`src/rtl/fmeg_pkg.sv`:
```
package fmeg_pkg;

    localparam int ENV_W     = 12;
    localparam int RATE_W    = 6;
    localparam int FIELD_W   = 5;
    localparam int KC_W      = 5;
    localparam int INC_W     = 6;
    localparam logic [ENV_W-1:0]  ENV_MAX  = 12'hFFC;
    localparam logic [RATE_W-1:0] RATE_TOP = 6'd63;

    typedef enum logic [1:0] {
        EG_ATTACK  = 2'd0,
        EG_DECAY   = 2'd1,
        EG_SUSTAIN = 2'd2,
        EG_RELEASE = 2'd3
    } eg_phase_t;

    // Step value (before the x4 scaling) for an effective rate and slot.
    function automatic logic [3:0] step_lookup(input logic [RATE_W-1:0] rate,
                                               input logic [2:0] slot);
        logic [7:0] base_pat;
        logic [7:0] extra_pat;
        logic [3:0] val;
        unique case (rate[1:0])
            2'd0: begin base_pat = 8'hAA; extra_pat = 8'h00; end
            2'd1: begin base_pat = 8'hBA; extra_pat = 8'h88; end
            2'd2: begin base_pat = 8'hEE; extra_pat = 8'hAA; end
            2'd3: begin base_pat = 8'hFE; extra_pat = 8'hEE; end
        endcase
        if (rate < 6'd3)
            val = 4'd0;
        else if (rate >= 6'd60)
            val = 4'd8;
        else if (rate < 6'd48)
            val = {3'b000, base_pat[slot]};
        else
            val = (4'd1 + {3'b000, extra_pat[slot]}) << (rate[5:2] - 4'd12);
        return val;
    endfunction

endpackage

```
`src/rtl/fmeg_rate.sv`:
```
module fmeg_rate
    import fmeg_pkg::*;
(
    input  logic [FIELD_W-1:0] base,
    input  logic [KC_W-1:0]    keycode,
    input  logic [1:0]         ks_sel,
    output logic [RATE_W-1:0]  eff
);

    localparam int SUM_W = RATE_W + 1;

    logic [KC_W-1:0]  ks_add;
    logic [SUM_W-1:0] sum;

    always_comb begin
        ks_add = keycode >> (2'd3 - ks_sel);
        sum    = SUM_W'({base, 1'b0}) + SUM_W'(ks_add);
        if (base == '0)
            eff = '0;
        else if (sum > SUM_W'(RATE_TOP))
            eff = RATE_TOP;
        else
            eff = sum[RATE_W-1:0];
    end

endmodule

```
`src/rtl/fmeg_gate.sv`:
```
module fmeg_gate
    import fmeg_pkg::*;
#(
    parameter int TICK_W = 15
) (
    input  logic              clk,
    input  logic              rst_n,
    input  logic              tick,
    input  logic [RATE_W-1:0] eff,
    output logic              upd,
    output logic [INC_W-1:0]  inc
);

    logic [TICK_W-1:0] cnt_q;
    logic [TICK_W-1:0] mask;
    logic [TICK_W-1:0] shifted;
    logic [3:0]        shift;

    always_comb begin
        shift   = (eff < 6'd48) ? 4'((6'd47 - eff) >> 2) : 4'd0;
        mask    = (TICK_W'(1) << shift) - TICK_W'(1);
        shifted = cnt_q >> shift;
        upd     = tick && ((cnt_q & mask) == '0);
        inc     = {step_lookup(eff, shifted[2:0]), 2'b00};
    end

    always_ff @(posedge clk) begin
        if (!rst_n)
            cnt_q <= '0;
        else if (tick)
            cnt_q <= cnt_q + TICK_W'(1);
    end

    // the slowest rates never produce an increment
    p_slow_zero_r6: assert property (@(posedge clk) disable iff (!rst_n)
        (upd && eff < 6'd3) |-> inc == '0);

endmodule

```
`src/rtl/fmeg_env.sv`:
```
module fmeg_env
    import fmeg_pkg::*;
#(
    parameter int TICK_W = 15
) (
    input  logic               clk,
    input  logic               rst_n,
    input  logic               tick,
    input  logic               key_on,
    input  logic               key_off,
    input  logic [FIELD_W-1:0] atk_rate,
    input  logic [FIELD_W-1:0] dec_rate,
    input  logic [FIELD_W-1:0] sus_rate,
    input  logic [3:0]         rel_rate,
    input  logic [6:0]         tl_field,
    input  logic [3:0]         sl_field,
    input  logic [1:0]         ks_sel,
    input  logic [KC_W-1:0]    keycode,
    output logic [ENV_W-1:0]   env_out,
    output logic [1:0]         phase_out,
    output logic               phase_rst
);

    localparam int ADD_W  = ENV_W + 1;
    localparam int PROD_W = ENV_W + INC_W + 1;
    localparam int SUB_W  = ENV_W + 3;

    eg_phase_t           ph_q, ph_d;
    logic [ENV_W-1:0]    env_q, env_d;
    logic                prst_q;

    logic [ENV_W-1:0]    tl_lvl, sl_lvl;
    logic [FIELD_W-1:0]  base_cur;
    logic [RATE_W-1:0]   eff_cur, eff_dec;
    logic                upd;
    logic [INC_W-1:0]    inc;

    logic [PROD_W-1:0]   atk_prod;
    logic [SUB_W-1:0]    atk_sub;
    logic                atk_hit;
    logic [ENV_W-1:0]    atk_val;
    logic [ADD_W-1:0]    add_sum;
    logic [ENV_W-1:0]    add_sat;

    assign tl_lvl = {tl_field, 5'b0};
    assign sl_lvl = {sl_field, 8'b0};

    always_comb begin
        unique case (ph_q)
            EG_ATTACK:  base_cur = atk_rate;
            EG_DECAY:   base_cur = dec_rate;
            EG_SUSTAIN: base_cur = sus_rate;
            EG_RELEASE: base_cur = {rel_rate, 1'b1};
        endcase
    end

    fmeg_rate u_rate_cur (
        .base    (base_cur),
        .keycode (keycode),
        .ks_sel  (ks_sel),
        .eff     (eff_cur)
    );

    fmeg_rate u_rate_dec (
        .base    (dec_rate),
        .keycode (keycode),
        .ks_sel  (ks_sel),
        .eff     (eff_dec)
    );

    fmeg_gate #(.TICK_W(TICK_W)) u_gate (
        .clk   (clk),
        .rst_n (rst_n),
        .tick  (tick),
        .eff   (eff_cur),
        .upd   (upd),
        .inc   (inc)
    );

    // Exponential attack step and linear saturating step
    always_comb begin
        atk_prod = PROD_W'(ADD_W'(env_q) + ADD_W'(1)) * PROD_W'(inc);
        atk_sub  = SUB_W'((atk_prod + PROD_W'(15)) >> 4);
        atk_hit  = SUB_W'(env_q) <= (SUB_W'(tl_lvl) + atk_sub);
        atk_val  = env_q - atk_sub[ENV_W-1:0];
        add_sum  = ADD_W'(env_q) + ADD_W'(inc);
        add_sat  = (add_sum > ADD_W'(ENV_MAX)) ? ENV_MAX : add_sum[ENV_W-1:0];
    end

    // Next-state logic
    always_comb begin
        ph_d  = ph_q;
        env_d = env_q;
        if (key_on) begin
            ph_d  = EG_ATTACK;
            env_d = ENV_MAX;
        end else if (key_off) begin
            ph_d  = EG_RELEASE;
        end else if (tick) begin
            unique case (ph_q)
                EG_ATTACK: begin
                    if (eff_cur == RATE_TOP) begin
                        if (eff_dec == RATE_TOP) begin
                            ph_d  = EG_SUSTAIN;
                            env_d = sl_lvl;
                        end else begin
                            ph_d  = EG_DECAY;
                            env_d = tl_lvl;
                        end
                    end else if (upd) begin
                        if (atk_hit) begin
                            ph_d  = EG_DECAY;
                            env_d = tl_lvl;
                        end else begin
                            env_d = atk_val;
                        end
                    end
                end
                EG_DECAY: begin
                    if (eff_cur == RATE_TOP) begin
                        ph_d  = EG_SUSTAIN;
                        env_d = sl_lvl;
                    end else if (upd) begin
                        if (add_sat >= sl_lvl) begin
                            ph_d  = EG_SUSTAIN;
                            env_d = sl_lvl;
                        end else begin
                            env_d = add_sat;
                        end
                    end
                end
                EG_SUSTAIN, EG_RELEASE: begin
                    if (upd)
                        env_d = add_sat;
                end
            endcase
        end
    end

    // State register
    always_ff @(posedge clk) begin
        if (!rst_n) begin
            ph_q  <= EG_RELEASE;
            env_q <= ENV_MAX;
        end else begin
            ph_q  <= ph_d;
            env_q <= env_d;
        end
    end

    // Output register
    always_ff @(posedge clk) begin
        if (!rst_n)
            prst_q <= 1'b0;
        else
            prst_q <= key_on;
    end

    assign env_out   = env_q;
    assign phase_out = ph_q;
    assign phase_rst = prst_q;

    // attenuation never exceeds the ceiling
    p_env_ceiling_r8: assert property (@(posedge clk) disable iff (!rst_n)
        env_q <= ENV_MAX);

    // key-on restarts the envelope and pulses the phase restart
    p_key_on_r2: assert property (@(posedge clk) disable iff (!rst_n)
        key_on |=> (ph_q == EG_ATTACK && env_q == ENV_MAX && phase_rst));

    // key-off enters release without touching the level
    p_key_off_r3: assert property (@(posedge clk) disable iff (!rst_n)
        (key_off && !key_on) |=> (ph_q == EG_RELEASE && env_q == $past(env_q)));

    // nothing moves without a tick or key event
    p_idle_hold_r5: assert property (@(posedge clk) disable iff (!rst_n)
        (!tick && !key_on && !key_off) |=>
            (env_q == $past(env_q) && ph_q == $past(ph_q)));

    // attack only lowers the attenuation while it stays in attack
    p_attack_down_r7: assert property (@(posedge clk) disable iff (!rst_n)
        (ph_q == EG_ATTACK && !key_on && !key_off) |=>
            (ph_q != EG_ATTACK || env_q <= $past(env_q)));

    // sustain is entered from decay exactly at the sustain level
    p_sustain_entry_r8: assert property (@(posedge clk) disable iff (!rst_n)
        (ph_q == EG_DECAY && !key_on && !key_off) |=>
            (ph_q != EG_SUSTAIN || env_q == $past(sl_lvl)));

    // the restart pulse only follows a key-on
    p_prst_source_r1: assert property (@(posedge clk) disable iff (!rst_n)
        phase_rst |-> $past(key_on));

endmodule

```
`config.mk`:
```
export PLATFORM = sky130hd
export DESIGN_NAME = fmeg_env
export DESIGN_NICKNAME = d
export VERILOG_FILES = /design/src/rtl/fmeg_pkg.sv /design/src/rtl/fmeg_rate.sv /design/src/rtl/fmeg_gate.sv /design/src/rtl/fmeg_env.sv
export SDC_FILE = /design/constraint.sdc
export NUM_CORES = 1
export LEC_CHECK = 0
export ABC_AREA = 1
export BUFFER_PORTS_ARGS = -buffer_cell sky130_fd_sc_hd__buf_4
export CORE_AREA = 2 2 110 112
export CTS_CLUSTER_DIAMETER = 150
export DETAILED_ROUTE_END_ITERATION = 10
export DIE_AREA = 0 0 112 114
export HOLD_SLACK_MARGIN = 0.03
export PLACE_DENSITY = 0.78
export SLEW_MARGIN = 20
export SYNTH_ARGS = -nofsm -noshare
export SYNTH_HDL_FRONTEND = slang
export SYNTH_SLANG_ARGS = --single-unit
```
`constraint.sdc`:
```
create_clock -name clk -period 31.9 [get_ports clk]
set_clock_uncertainty 0.1 [all_clocks]
set_input_delay 3.19 -clock clk [delete_from_list [all_inputs] [get_ports clk]]
set_output_delay 3.19 -clock clk [all_outputs]
set_load 0.1 [all_outputs]
```
# Word-level counts from Yosys, hierarchy flattened

Index checks and enable logic that the tools add are counted.

Bits in registers: 30
Bits of input ports: 42
Word-level logic and storage cells: 97

$add $sub $neg: 13
Multiply operators: 1
$lt $le $gt $ge: 9
Equality and inequality tests: 15
Shift-type cells: 4
Muxes and demuxes: 36
Bitwise operators: 3
Reductions and logical operators: 12

Operators with widths:

| cell                    | number |
|---|---|
| $mux W12                | 9 |
| $pmux W8 S4             | 2 |
| $pmux W12 S3            | 1 |
| $mux W6                 | 4 |
| $mux W2                 | 10 |
| $pmux W5 S4             | 1 |
| $add A19 B4 Y19 const B | 1 |
| $mul A13 B4 Y17         | 1 |
| $mux W4                 | 4 |
| $add A12 B15 Y15        | 1 |
| $add A15 B1 Y15 const B | 1 |
| $and A15 B15 Y15        | 1 |
| $le A12 B15 Y1          | 1 |
| $logic_not A15 Y1       | 1 |
| $shl A1 B4 Y15 const A  | 1 |
| $shr A15 B4 Y3          | 1 |
| $sub A15 B2 Y15 const B | 1 |
| $add A6 B5 Y7           | 2 |
| $gt A7 B6 Y1 const B    | 2 |
| $add A12 B1 Y13 const B | 1 |
| $add A12 B6 Y13         | 1 |
| $gt A13 B12 Y1 const B  | 1 |
| $eq A6 B6 Y1 const B    | 2 |
| $ge A12 B12 Y1          | 1 |
| 29 further kinds        | 42 |

# Logic depth before layout (Yosys ltp)

Word-level depth: 27
Depth in mapped cells: 80
Depth with buffers taken out: 78

# Modules after synthesis

A second synthesis with hierarchy kept.

Cell total of the unflattened synthesis: 1412
Area total of the unflattened synthesis: 8543.2 µm²

By module, submodules not included:

| module    | instances | cells each | area an instance (µm²) | sequential area each (µm²) |
|---|---|---|---|---|
| fmeg_env  | 1         | 970        | 6073.3                 | 300.3 |
| fmeg_gate | 1         | 290        | 1649.1                 | 300.3 |
| fmeg_rate | 2         | 76         | 410.4                  | 0.0 |

# Worst setup path after synthesis

No wires, ideal clock.

Path kind: input port to flip-flop
Start: in ks_sel[0]
End: reg ph_q[0], in the netlist phase_out[0]
Setup time: 132 ps
Arrival time: 12324 ps
Required time: 31668 ps
Slack: 19344 ps
Stages on the path: 73
Path buffers: 2
Path through: clkbuf_1 > nand2_1 > o21ai_0 > inv_1 > o21ai_0 > inv_1 > ha_1 > nand3_1 > nand3_1 > nand2_1 > nand2_1 > nand2_1 > nand2_1 > nand2_1 > inv_1 > ha_1 > clkinv_1 > nand2_1 > [... 37 more ...] > a21oi_1 > nand2_1 > a21oi_1 > nor2_1 > nor2_1 > xor2_1 > ha_1 > nand4_1 > o221ai_1 > a21oi_1 > nor2_1 > nand3_2 > nor2_8 > nand2_4 > nor2_8 > nand3_2 > nand3_1 > nand3_1

Word-level cells in the longest chain between the ends: 22
Elaborated cells between the ends (all ways): 59
Classes of those cells: add/sub (10); mul (1); order compare (8); eq/ne (9); shift (4); mux (22); bitwise (1); reduce/logical (4)

RTL lines:

| item                                                      | RTL line                        | text |
|---|---|---|
| start, declared                                           | fmeg_env.sv:17                  | `input logic [1:0] ks_sel,` |
| $sub A2 B2 Y2 (*)                                         | fmeg_rate.sv:16                 | `ks_add = keycode >> (2'd3 - ks_sel);` |
| $shr A5 B2 Y5 (*)                                         | fmeg_rate.sv:16                 |  |
| $add A6 B5 Y7                                             | fmeg_rate.sv:17                 | `sum = SUM_W'({base, 1'b0}) + SUM_W'(ks_add);` |
| $gt A7 B6 Y1                                              | fmeg_rate.sv:20                 | `else if (sum > SUM_W'(RATE_TOP))` |
| $mux W6                                                   | fmeg_rate.sv:20                 |  |
| $mux W6                                                   | fmeg_rate.sv:18                 | `if (base == '0)` |
| $sub A6 B6 Y6 / $lt A6 B6 Y1 (equally long branches)      | fmeg_gate.sv:20, fmeg_pkg.sv:34 |  |
| $mux W4                                                   | fmeg_gate.sv:20                 | `shift = (eff < 6'd48) ? 4'((6'd47 - eff) >> 2) : 4'd0;` |
| [... 6 more ...]                                          | --                              |  |
| $mux W4                                                   | fmeg_pkg.sv:32                  | `else if (rate >= 6'd60)` |
| $mux W4                                                   | fmeg_pkg.sv:30                  | `if (rate < 6'd3)` |
| $mul A13 B4 Y17 / $add A12 B6 Y13 (equally long branches) | fmeg_env.sv:82, fmeg_env.sv:86  |  |
| $add A19 B4 Y19 / $gt A13 B12 Y1 (equally long branches)  | fmeg_env.sv:83, fmeg_env.sv:87  |  |
| $add A12 B15 Y15 / $mux W12 (equally long branches)       | fmeg_env.sv:84, fmeg_env.sv:87  |  |
| $le A12 B15 Y1 / $ge A12 B12 Y1 (equally long branches)   | fmeg_env.sv:84, fmeg_env.sv:124 |  |
| $ne A5 B5 Y1 (no source line)                             | --                              |  |
| $reduce_and A6 Y1 (no source line)                        | --                              |  |
| end signal, assigned                                      | fmeg_env.sv:146                 | `ph_q <= ph_d;` |
| end, declared                                             | fmeg_env.sv:28                  | `eg_phase_t ph_q, ph_d;` |

Mark *: on every way between the ends. The rest lies on a longest branch, timed or not. The select of a mux whose other input is x is not followed.
A chain may end at the register's enable or synchronous reset.

# Final worst setup path

Same ends and word-level chain as after synthesis.

==> flow_metrics.py <==
metrics = {
    "timing": {
        "hold_violations": 0,
        "grt_setup_unrepaired": "no",
        "fin_crit_sh_pct": 43.7,
        "setup-tns-final_ns": 0,
        "worstMarginPinSlew_ns": 0.767,
        "slew_headroom_pct": 48.7,
        "drv_slew": 0,
        "max_freq_ghz": 0.0717,
        "min_period_ns": 13.94,
        "final-setup-viol-count": 0,
        "setup_slack_ns": 17.96,
    },
    "clocking": {
        "clockRootBuffer": "clkbuf_16",
        "cts_tree": "done",
        "post_cts_buffers": 0,
        "cts_resized": 0,
        "cts_buffers": 5,
        "cts_buffer_depth": 2,
        "clkLatencyLatePin_ns": 0.28,
        "cts_hold_buf": 0,
        "cts.clk_slew.worst_paths_ns": 0.05,
        "htreeDepth": 2,
        "clkSinkCount": 30,
    },
    "worst_setup_path": {
        "slowest_stage": "nand2_1",
        "critPathMaxFanout": 17,
        "cpPeakStageDelay_ns": 0.48,
        "start_kind": "input port",
        "timing_worst_setup_path_type": "input port to register",
        "cp_common_cell": "nand2_1",
        "cp.arrival_ns": 14.06,
        "worstPathRequired_ns": 32.02,
        "critPathLaunch": "ks_sel[0]",
        "cp-end-kind": "register",
        "regToRegStartpoint": "phase_out[1]$_SDFFE_PN1P_",
    },
    "routing": {
        "drcViolationCount": 0,
        "routed_wl_um": 18100,
        "vias_per_cell": 5.37,
        "drtAntennaViolNets": 0,
        "vias": 7136,
        "drt-wirelength-per-cell_um": 13.6,
        "first_pass_iters": 5,
        "drt_iter0_markers": 528,
    },
    "logic_synthesis": {
        "synth_seq_cells": 30,
        "synthTopCellsByArea": "nand2_1 15%, ha_1 13%, inv_1 11%",
        "netlist_area_um2": 6750,
        "synthCells": 1135,
        "yosysSeqAreaShare_pct": 8.90,
        "synth_enable_flop_cells": 0,
        "synthTopCellsByCount": "268 x nand2_1, 200 x inv_1, 135 x nor2_1",
        "synthesis.nets": 1275,
        "synth-main-ff-cell": "dfxtp_1",
        "yosysTopAreaCell": "nand2_1",
        "yosysWarnings": 0,
        "async_reset_ff_share_pct": 0,
        "synth_top_area_share_pct": 14.9,
        "avgSynthCellArea_um2": 5.95,
        "yosysMostFrequentCell": "nand2_1",
        "ys_types": 51,
    },
    "layout": {
        "synthToLayoutAreaGrowth_pct": 9.86,
        "layout-drive-gt1-share_pct": 7.69,
        "final.fill_count": 1174,
        "antenna_cells": 0,
        "multi_input_area_um2": 5270,
        "final_nets": 1322,
        "finalNonFillerCells": 1330,
        "regArea_um2": 601,
    },
    "global_route": {
        "antenna_found_initial": 0,
        "grt_pass1_wl_um": 30600,
        "grt.total_usage_pct": 28.7,
        "grt_pass1_vias": 6483,
        "grt_max_degree": 20,
        "grt_overflow": 0,
    },
    "flow_run": {
        "drv_cap": 0,
    },
    "floorplan": {
        "coreArea_um2": 11700,
        "start_util_pct": 57.6,
        "row_count": 40,
        "dieArea_um2": 12800,
        "die_y_um": 114,
        "die_width_um": 112,
        "num_io_pins": 57,
    },
    "place": {
        "place_hpwl_um": 15100,
        "pre_cts_slack_ns": 17.77,
        "numPortBuffers": 56,
        "finalWeightedCongestion": 0.931,
        "dpl.cell_count": 1322,
    },
    "min_path": {
        "hold_start": "u_gate.cnt_q[11]$_SDFFE_PN0P_",
        "hold_class": "register to register",
    },
    "status": {
        "outcome": "complete, no violations",
    },
}
[final timing paths]
| kind | slack, ns | cells after the start | end |
|---|---|---|---|
| max | 17.96 | 72 | phase_out[0]$_SDFFE_PN1P_ |
| min | 0.40 | 2 | u_gate.cnt_q[12]$_SDFFE_PN0P_ |
| max reg2reg | 20.36 | 72 | phase_out[0]$_SDFFE_PN1P_ |
| min reg2reg | 0.40 | 2 | u_gate.cnt_q[12]$_SDFFE_PN0P_ |
[cell type report]
cell class | count | share of cell area [%]
inverter | 210 | 10.6
timing repair buffer | 56 | 5.67
sequential | 30 | 8.10
clock inverter | 1 | 0.0675
multi-input combinational | 879 | 71.1
tap | 147 | 2.48
clock buffer | 7 | 1.92
[layout by cell type, fill, tap and decap left out, types with 2 or more instances in the layout]
cell	instances
nand2_1	268
inv_1	200
nor2_1	135
nand3_1	88
a21oi_1	82
ha_1	71
buf_4	56
o21ai_0	46
xor2_1	37
dfxtp_1	30
fa_1	27
nor3_1	25
nand4_1	17
xnor2_1	10
inv_2	6
o21ai_1	6
o21bai_1	6
a211oi_1	6
o22ai_1	5
nor4_1	5
clkbuf_16	5
nand3_2	4
clkinv_1	4
nor2_8	3
nor2_2	3
nand2_4	3
a31oi_1	3
or2_0	2
nand2_2	2
and2_1	2
or2_2	2
a221oi_1	2
o221ai_1	2
nand3b_1	2
[flip-flops by register name (all words and copies together) (netlist names)]
name and cells:
env_out 12, phase_rst 1, u_gate.cnt_q 15, phase_out 2
[logic make-up after synthesis]
kind of cell	share of synthesized area, %
multiplexers	0.148
flip-flops	8.90
adder cells (fa/ha/maj)	21.2
AO/OA/AOI/OAI	13.8
AND/OR/NAND/NOR	36.7
XOR/XNOR	6.34
buffers and inverters	13.0
[per-layer routing]
metal | global-route usage, % | vias to the layer above | routed length, um
met2 | 48.5 | 193 | 8530
met3 | 2.50 | 26 | 888
li1 | - | 3736 | -
met1 | 39.4 | 3181 | 8240
met5 | 0 | - | 0
met4 | 8.37 | 0 | 405
[metrics by stage]
step	hold slack [ns]	util, %	area [um^2]
after detailed placement	0.387	62.1	7270
after CTS	0.397	63.3	7410
after global placement	0.380	62.1	7270
after global routing	0.424	63.3	7410
after floorplan	0.366	-	6750
final	0.395	63.3	7410
[critical path, delay by kind of cell]
family / cells / cell delay (ns)
compound gates: 10 / 1.69
xor+xnor: 2 / 0.32
fa+ha+maj: 7 / 2.28
buf+inv: 12 / 1.65
simple gates: 41 / 4.93
Power is left out: the tool's default activity adds up to more than one toggle a clock period on the data nets, which glitch-free logic cannot reach.
